[src/rtl/cfg_probe.sv]
module cfg_probe #(
  parameter logic [15:0] BOARD_ID = 16'hBABA,
  parameter int EE_WORDS = 64,
  parameter int MEM_WORD = 6,
  parameter int IRQ_WORD = 1,
  parameter int IRQ_LSB  = 13,
  localparam int AW = $clog2(EE_WORDS)
) (
  input  logic          clk,
  input  logic          rst_n,
  output logic          id_rd,
  input  logic [7:0]    id_data,
  output logic          ee_req,
  output logic [AW-1:0] ee_addr,
  input  logic          ee_ack,
  input  logic [15:0]   ee_data,
  output logic          done,
  output logic          cfg_valid,
  output logic [2:0]    err_code,
  output logic [19:0]   mem_base,
  output logic [2:0]    mem_size,
  output logic [3:0]    irq_num,
  output logic          use_indirect
);

  localparam logic [2:0] E_ID   = 3'd1;
  localparam logic [2:0] E_NONE = 3'd2;
  localparam logic [2:0] E_SIZE = 3'd3;
  localparam logic [2:0] E_SUM  = 3'd4;
  localparam logic [19:0] WIN_ORIGIN = 20'hC0000;

  typedef enum logic [2:0] {
    S_START, S_ID, S_IDCHK, S_MEM, S_SUM, S_SUMCHK, S_IRQ, S_END
  } state_t;

  state_t         st;
  logic [1:0]     nib_cnt;
  logic [15:0]    id_acc;
  logic [AW-1:0]  wcnt;
  logic [15:0]    sum_acc;
  logic [2:0]     err_q;
  logic [2:0]     page_q;
  logic [2:0]     size_q;
  logic [3:0]     irq_q;

  logic [2:0]     low_idx;
  logic           any_set;
  logic [7:0]     remnant;
  logic [2:0]     size_dec;
  logic [3:0]     irq_dec;
  logic           xfer;

  always_comb begin
    low_idx = 3'd0;
    any_set = 1'b0;
    for (int i = 7; i >= 0; i--) begin
      if (ee_data[i]) begin
        low_idx = 3'(i);
        any_set = 1'b1;
      end
    end
  end

  assign remnant = ee_data[7:0] >> low_idx;

  always_comb begin
    case (remnant)
      8'h01:   size_dec = 3'd1;
      8'h03:   size_dec = 3'd2;
      8'h07:   size_dec = 3'd3;
      8'h0F:   size_dec = 3'd4;
      default: size_dec = 3'd0;
    endcase
  end

  always_comb begin
    case (ee_data[IRQ_LSB +: 3])
      3'd1:    irq_dec = 4'd9;
      3'd2:    irq_dec = 4'd3;
      3'd3:    irq_dec = 4'd4;
      3'd4:    irq_dec = 4'd5;
      3'd5:    irq_dec = 4'd10;
      3'd6:    irq_dec = 4'd11;
      default: irq_dec = 4'd0;
    endcase
  end

  assign id_rd  = (st == S_ID);
  assign ee_req = (st == S_MEM) || (st == S_SUM) || (st == S_IRQ);
  assign xfer   = ee_req && ee_ack;

  always_comb begin
    case (st)
      S_MEM:   ee_addr = AW'(MEM_WORD);
      S_IRQ:   ee_addr = AW'(IRQ_WORD);
      S_SUM:   ee_addr = wcnt;
      default: ee_addr = '0;
    endcase
  end

  always_ff @(posedge clk) begin
    if (!rst_n) begin
      st      <= S_START;
      nib_cnt <= '0;
      id_acc  <= '0;
      wcnt    <= '0;
      sum_acc <= '0;
      err_q   <= '0;
      page_q  <= '0;
      size_q  <= '0;
      irq_q   <= '0;
    end else begin
      case (st)
        S_START: st <= S_ID;
        S_ID: begin
          id_acc  <= id_acc | (16'(id_data[7:4]) << {id_data[1:0], 2'b00});
          nib_cnt <= nib_cnt + 2'd1;
          if (nib_cnt == 2'd3) st <= S_IDCHK;
        end
        S_IDCHK: begin
          if (id_acc == BOARD_ID) st <= S_MEM;
          else begin
            err_q <= E_ID;
            st    <= S_END;
          end
        end
        S_MEM: if (xfer) begin
          if (!any_set) begin
            err_q <= E_NONE;
            st    <= S_END;
          end else if (size_dec == 3'd0) begin
            err_q <= E_SIZE;
            st    <= S_END;
          end else begin
            page_q  <= low_idx;
            size_q  <= size_dec;
            wcnt    <= '0;
            sum_acc <= '0;
            st      <= S_SUM;
          end
        end
        S_SUM: if (xfer) begin
          sum_acc <= sum_acc + ee_data;
          wcnt    <= wcnt + 1'b1;
          if (wcnt == AW'(EE_WORDS - 1)) st <= S_SUMCHK;
        end
        S_SUMCHK: begin
          if (sum_acc == BOARD_ID) st <= S_IRQ;
          else begin
            err_q <= E_SUM;
            st    <= S_END;
          end
        end
        S_IRQ: if (xfer) begin
          irq_q <= irq_dec;
          st    <= S_END;
        end
        default: st <= S_END;
      endcase
    end
  end

  assign done         = (st == S_END);
  assign cfg_valid    = done && (err_q == 3'd0);
  assign err_code     = err_q;
  assign mem_base     = cfg_valid ? WIN_ORIGIN + 20'({page_q, 14'b0}) : 20'd0;
  assign mem_size     = cfg_valid ? size_q : 3'd0;
  assign irq_num      = cfg_valid ? irq_q : 4'd0;
  assign use_indirect = cfg_valid && (size_q == 3'd1);

endmodule

[config.mk]
export PLATFORM = sky130hd
export DESIGN_NAME = cfg_probe
export DESIGN_NICKNAME = d
export VERILOG_FILES = /design/src/rtl/cfg_probe.sv
export SDC_FILE = /design/constraint.sdc
export NUM_CORES = 1
export LEC_CHECK = 0
export CAP_MARGIN = 25
export CORE_MARGIN = 3
export CORE_UTILIZATION = 30
export DETAILED_ROUTE_END_ITERATION = 16
export HOLD_SLACK_MARGIN = 0.12
export PLACE_DENSITY = 0.5
export REMOVE_ABC_BUFFERS = 1
export SLEW_MARGIN = 20
export SYNTH_ARGS = -nofsm -noshare
export SYNTH_HDL_FRONTEND = slang
export SYNTH_SLANG_ARGS = --single-unit
[constraint.sdc]
create_clock -name clk -period 3.4 [get_ports clk]
set_input_delay 0.68 -clock clk [delete_from_list [all_inputs] [get_ports clk]]
set_output_delay 0.68 -clock clk [all_outputs]
set_load 0.1 [all_outputs]
==> run metrics <==
power share of the combinational group ~22%; Yosys top cell by area dfxtp_1; Clock Latency Late Sink 0.29 ns; worst reg2reg path endpoint sum_acc[15]$_SDFFE_PN0P_; Total Wirelength slightly above 9 mm; Post-synth EDFFs 0; CP required about 3.6 ns; Nets about 580; Setup TNS 0 ns; Buf+Inv Stages, Crit Path 2; row count 39; H-Tree Level Count 2; delay-heaviest family, CP compound AO/OA/AOI/OAI gates; Clk network pwr share 33.9%; Worst Path Arrival 3.41 ns; status complete, no violations; GR Util met2 23.4%; r2r setup slk between 0.8 and 0.9 ns; global routing usage on met1 20.0%; Avg WL per Cell 13.6 microns; final setup violation count 0; max-cap violation count 0; Crit path largest cell delay around 0.50 ns; CP Cell Sequence clkdlybuf4s50_1 > nand2b_1 > a221oi_2 > o22ai_1 > a22o_1 > a221oi_4 > buf_4 > a31oi_4 > or3_1 > a21oi_1; Seq pwr share approximately 44%; CP Launch Type primary input; Vias roughly 3.4k; dpl cell area 4630 sq um; Die Wd between 100 and 150 microns; Fin. Hold Viols 0; Worst R2R Start sum_acc[0]$_SDFFE_PN0P_; core area 11500 sq um; Setup Skew ~0.0085 ns; worst hold margin roughly 0.45 ns; Critical Path End wcnt[3]$_SDFFE_PN0P_; first-pass GRT wire length 15.4 mm; Power Density around 320 nW/um^2; layout filler cell count approximately 1.2k; DP HPWL 7.26 mm; Slew headroom between 40% and 50%; PortBufs 50; unrepaired setup endpoints after global routing no; synth top area cells dfxtp_1, a21oi_1, ha_1; clock tree buffer depth 2; switching pwr 0.490 mW; Leakage Power 1.99 nW; internal power 1.08 mW; DRC Markers 0; CTS tree yes; starting density of the core 30.9%; GR peak layer met2; maximum clock frequency roughly 310 MHz; mean area per synthesized cell about 7.9 sq um; crit path from ee_data[6]; Ys Warns 0; post-synthesis cell area ~3500 sq um; Final Instance Area a little under 5000 sq um; Iter 0 DRT Violations approximately 120; share of cells above drive strength 1 18.6%; Hold WC Path Type reg2reg; # IOs just under 70; crit path time final between 3 and 4 ns; Crit Path Class in2reg; Switching Fraction approximately 31%; CTS buffer count 5; vias in the first global route 3206; Syn Inst Count around 450; Synth cell types 64; total power 1.57 mW; GP Congestion approximately 0.81; share of the synthesized area in the top cell type a little under a third; area delta synth->final 36.4%; GRT met3 Usage under 10%; critical path capture point type register; flops & latches, synth between 50 and 60; first-pass iteration count of the detailed router 4; clk sinks 56; Worst Tran Pin Value roughly 0.86 ns; Peak VDD IR between 0.2 and 0.25 mV; Slew Limit Fails 0; DIE HEIGHT about 110 microns; Levels on crit path 10; CP max-delay cell clkdlybuf4s50_1; Reg clk slew, reported paths ~0.070 ns; crit path max fanout 12; hold_buf cts 0; ys flop type dfxtp_1; Seq/Total Area, Yosys 31.6%; # diodes 0; die area between 10000 and 15000 sq um; pin count of the biggest net entering global routing 23; vias per inst roughly 5; GRT Util Overall 14.2%; fin crit share a little over nine tenths; final core utilization between 40% and 50%; gr ovfl total 0; Async S/R FF share, synth 0%; Root Buffer clkbuf_16; Post-DRT Antenna Nets 0; Reg2Reg Depth 11; initial antenna violation count 0
## cells in the final DEF (no fill, tap or decap), types with 8 or more instances in the layout
cell type        count
buf_4               60
dfxtp_1             56
a21oi_1             55
nor2_1              52
nand2_1             39
clkdlybuf4s50_1     23
nand3_1             20
buf_12              20
ha_1                17
o21ai_0             16
conb_1              15
and2_1              14
nor2b_1              9
xnor2_1              9
nand2b_1             8
mux2i_1              8
## repair_timing
item / 4_1_cts / 5_1_grt
resized for setup: 1 / 7
setup buffers: 0 / 2
hold endpoints to repair: 0 / 0
pin swaps: 0 / 2
endpoints found under the setup margin: 1 / 12
## area by class of cell
type,count,area (sq um),area share (%)
inverter,9,33.8,0.699
clock inverter,3,27.5,0.570
tap,143,179,3.70
timing repair buffer,104,1090,22.6
clock buffer,5,125,2.59
multi-input combinational,361,2250,46.6
sequential,56,1120,23.2
## registers in the layout, indices dropped and copies added, names as in the netlist, 3 cells and up
| name | flops |
|---|---|
| id_acc | 16 |
| sum_acc | 16 |
| irq_q | 4 |
| err_code | 3 |
| page_q | 3 |
| st | 3 |
| size_q | 3 |
| wcnt | 6 |
## worst register-to-register path, stage by stage, from the launching register on
cell and delay (ns):
dfxtp_1 0.33, ha_1 0.21, buf_4 0.14, a211oi_2 0.21, o21bai_1 0.14, o41ai_2 0.35
buf_4 0.18, a21oi_1 0.08, o31a_1 0.34, o21ai_1 0.18, o31a_1 0.17, o211ai_1 0.10
## routing by layer
metal	vias to the layer above	part of all wire, %
met4	0	0.45
li1	1760	-
met1	1590	50
met5	-	0
met2	68	46
met3	5	3.7
## worst min path at each step
stage	from	to	slack, ns	cells after the start
floorplan	page_q[0]$_SDFFE_PN0P_	page_q[0]$_SDFFE_PN0P_	0.43	2
global placement	page_q[2]$_SDFFE_PN0P_	page_q[2]$_SDFFE_PN0P_	0.44	2
detailed placement	size_q[0]$_SDFFE_PN0P_	size_q[0]$_SDFFE_PN0P_	0.45	2
CTS	size_q[0]$_SDFFE_PN0P_	size_q[0]$_SDFFE_PN0P_	0.46	2
global route	size_q[0]$_SDFFE_PN0P_	size_q[0]$_SDFFE_PN0P_	0.48	2
finish	page_q[0]$_SDFFE_PN0P_	page_q[0]$_SDFFE_PN0P_	0.45	2
## power groups by stage
stage	clock network, mW	logic, mW	registers (mW)
after floorplan	0	0.206	0.708
after global routing	0.574	0.379	0.689
after detailed placement	0	0.345	0.701
after CTS	0.548	0.347	0.686
after global placement	0	0.341	0.701
final	0.532	0.349	0.686
## cell usage after synthesis, drive strengths merged (3+ instances only)
cell	number
nor4b	6
nand3b	3
a21o	7
nor3	7
nor3b	3
nor4	3
nand2b	8
and2	14
a211oi	5
nor2	52
clkbuf	14
nor2b	9
mux2i	8
o21ai	18
ha	17
nand3	21
a21oi	55
xnor2	9
a221oi	3
a31oi	5
or3	7
nand2	39
buf	23
dfxtp	56
and3	4
inv	8
nand4	4
xor2	4
o31a	3
## logic make-up (layout without fill, tap and decap cells)
family / Yosys count / in the layout / synth area share, %
and+or+nand+nor: 188 / 188 / 27.4
AOI/OAI and AO/OA: 119 / 119 / 21.5
DFF: 56 / 56 / 31.6
buffers and inverters: 46 / 121 / 7.24
adders and majority gates: 18 / 18 / 6.57
xor gates and xnor gates: 13 / 13 / 3.21
muxes: 8 / 8 / 2.26
other: 1 / 15 / 0.106
## per-stage QoR
step	instances	worst slack (ns)
2_1_floorplan	426	-11.90
3_3_place_gp	671	-0.297
3_5_place_dp	671	-0.317
4_1_cts	679	0.0696
5_1_grt	681	0.0112
6_report	681	0.217
(Power assumes the default switching activity.)
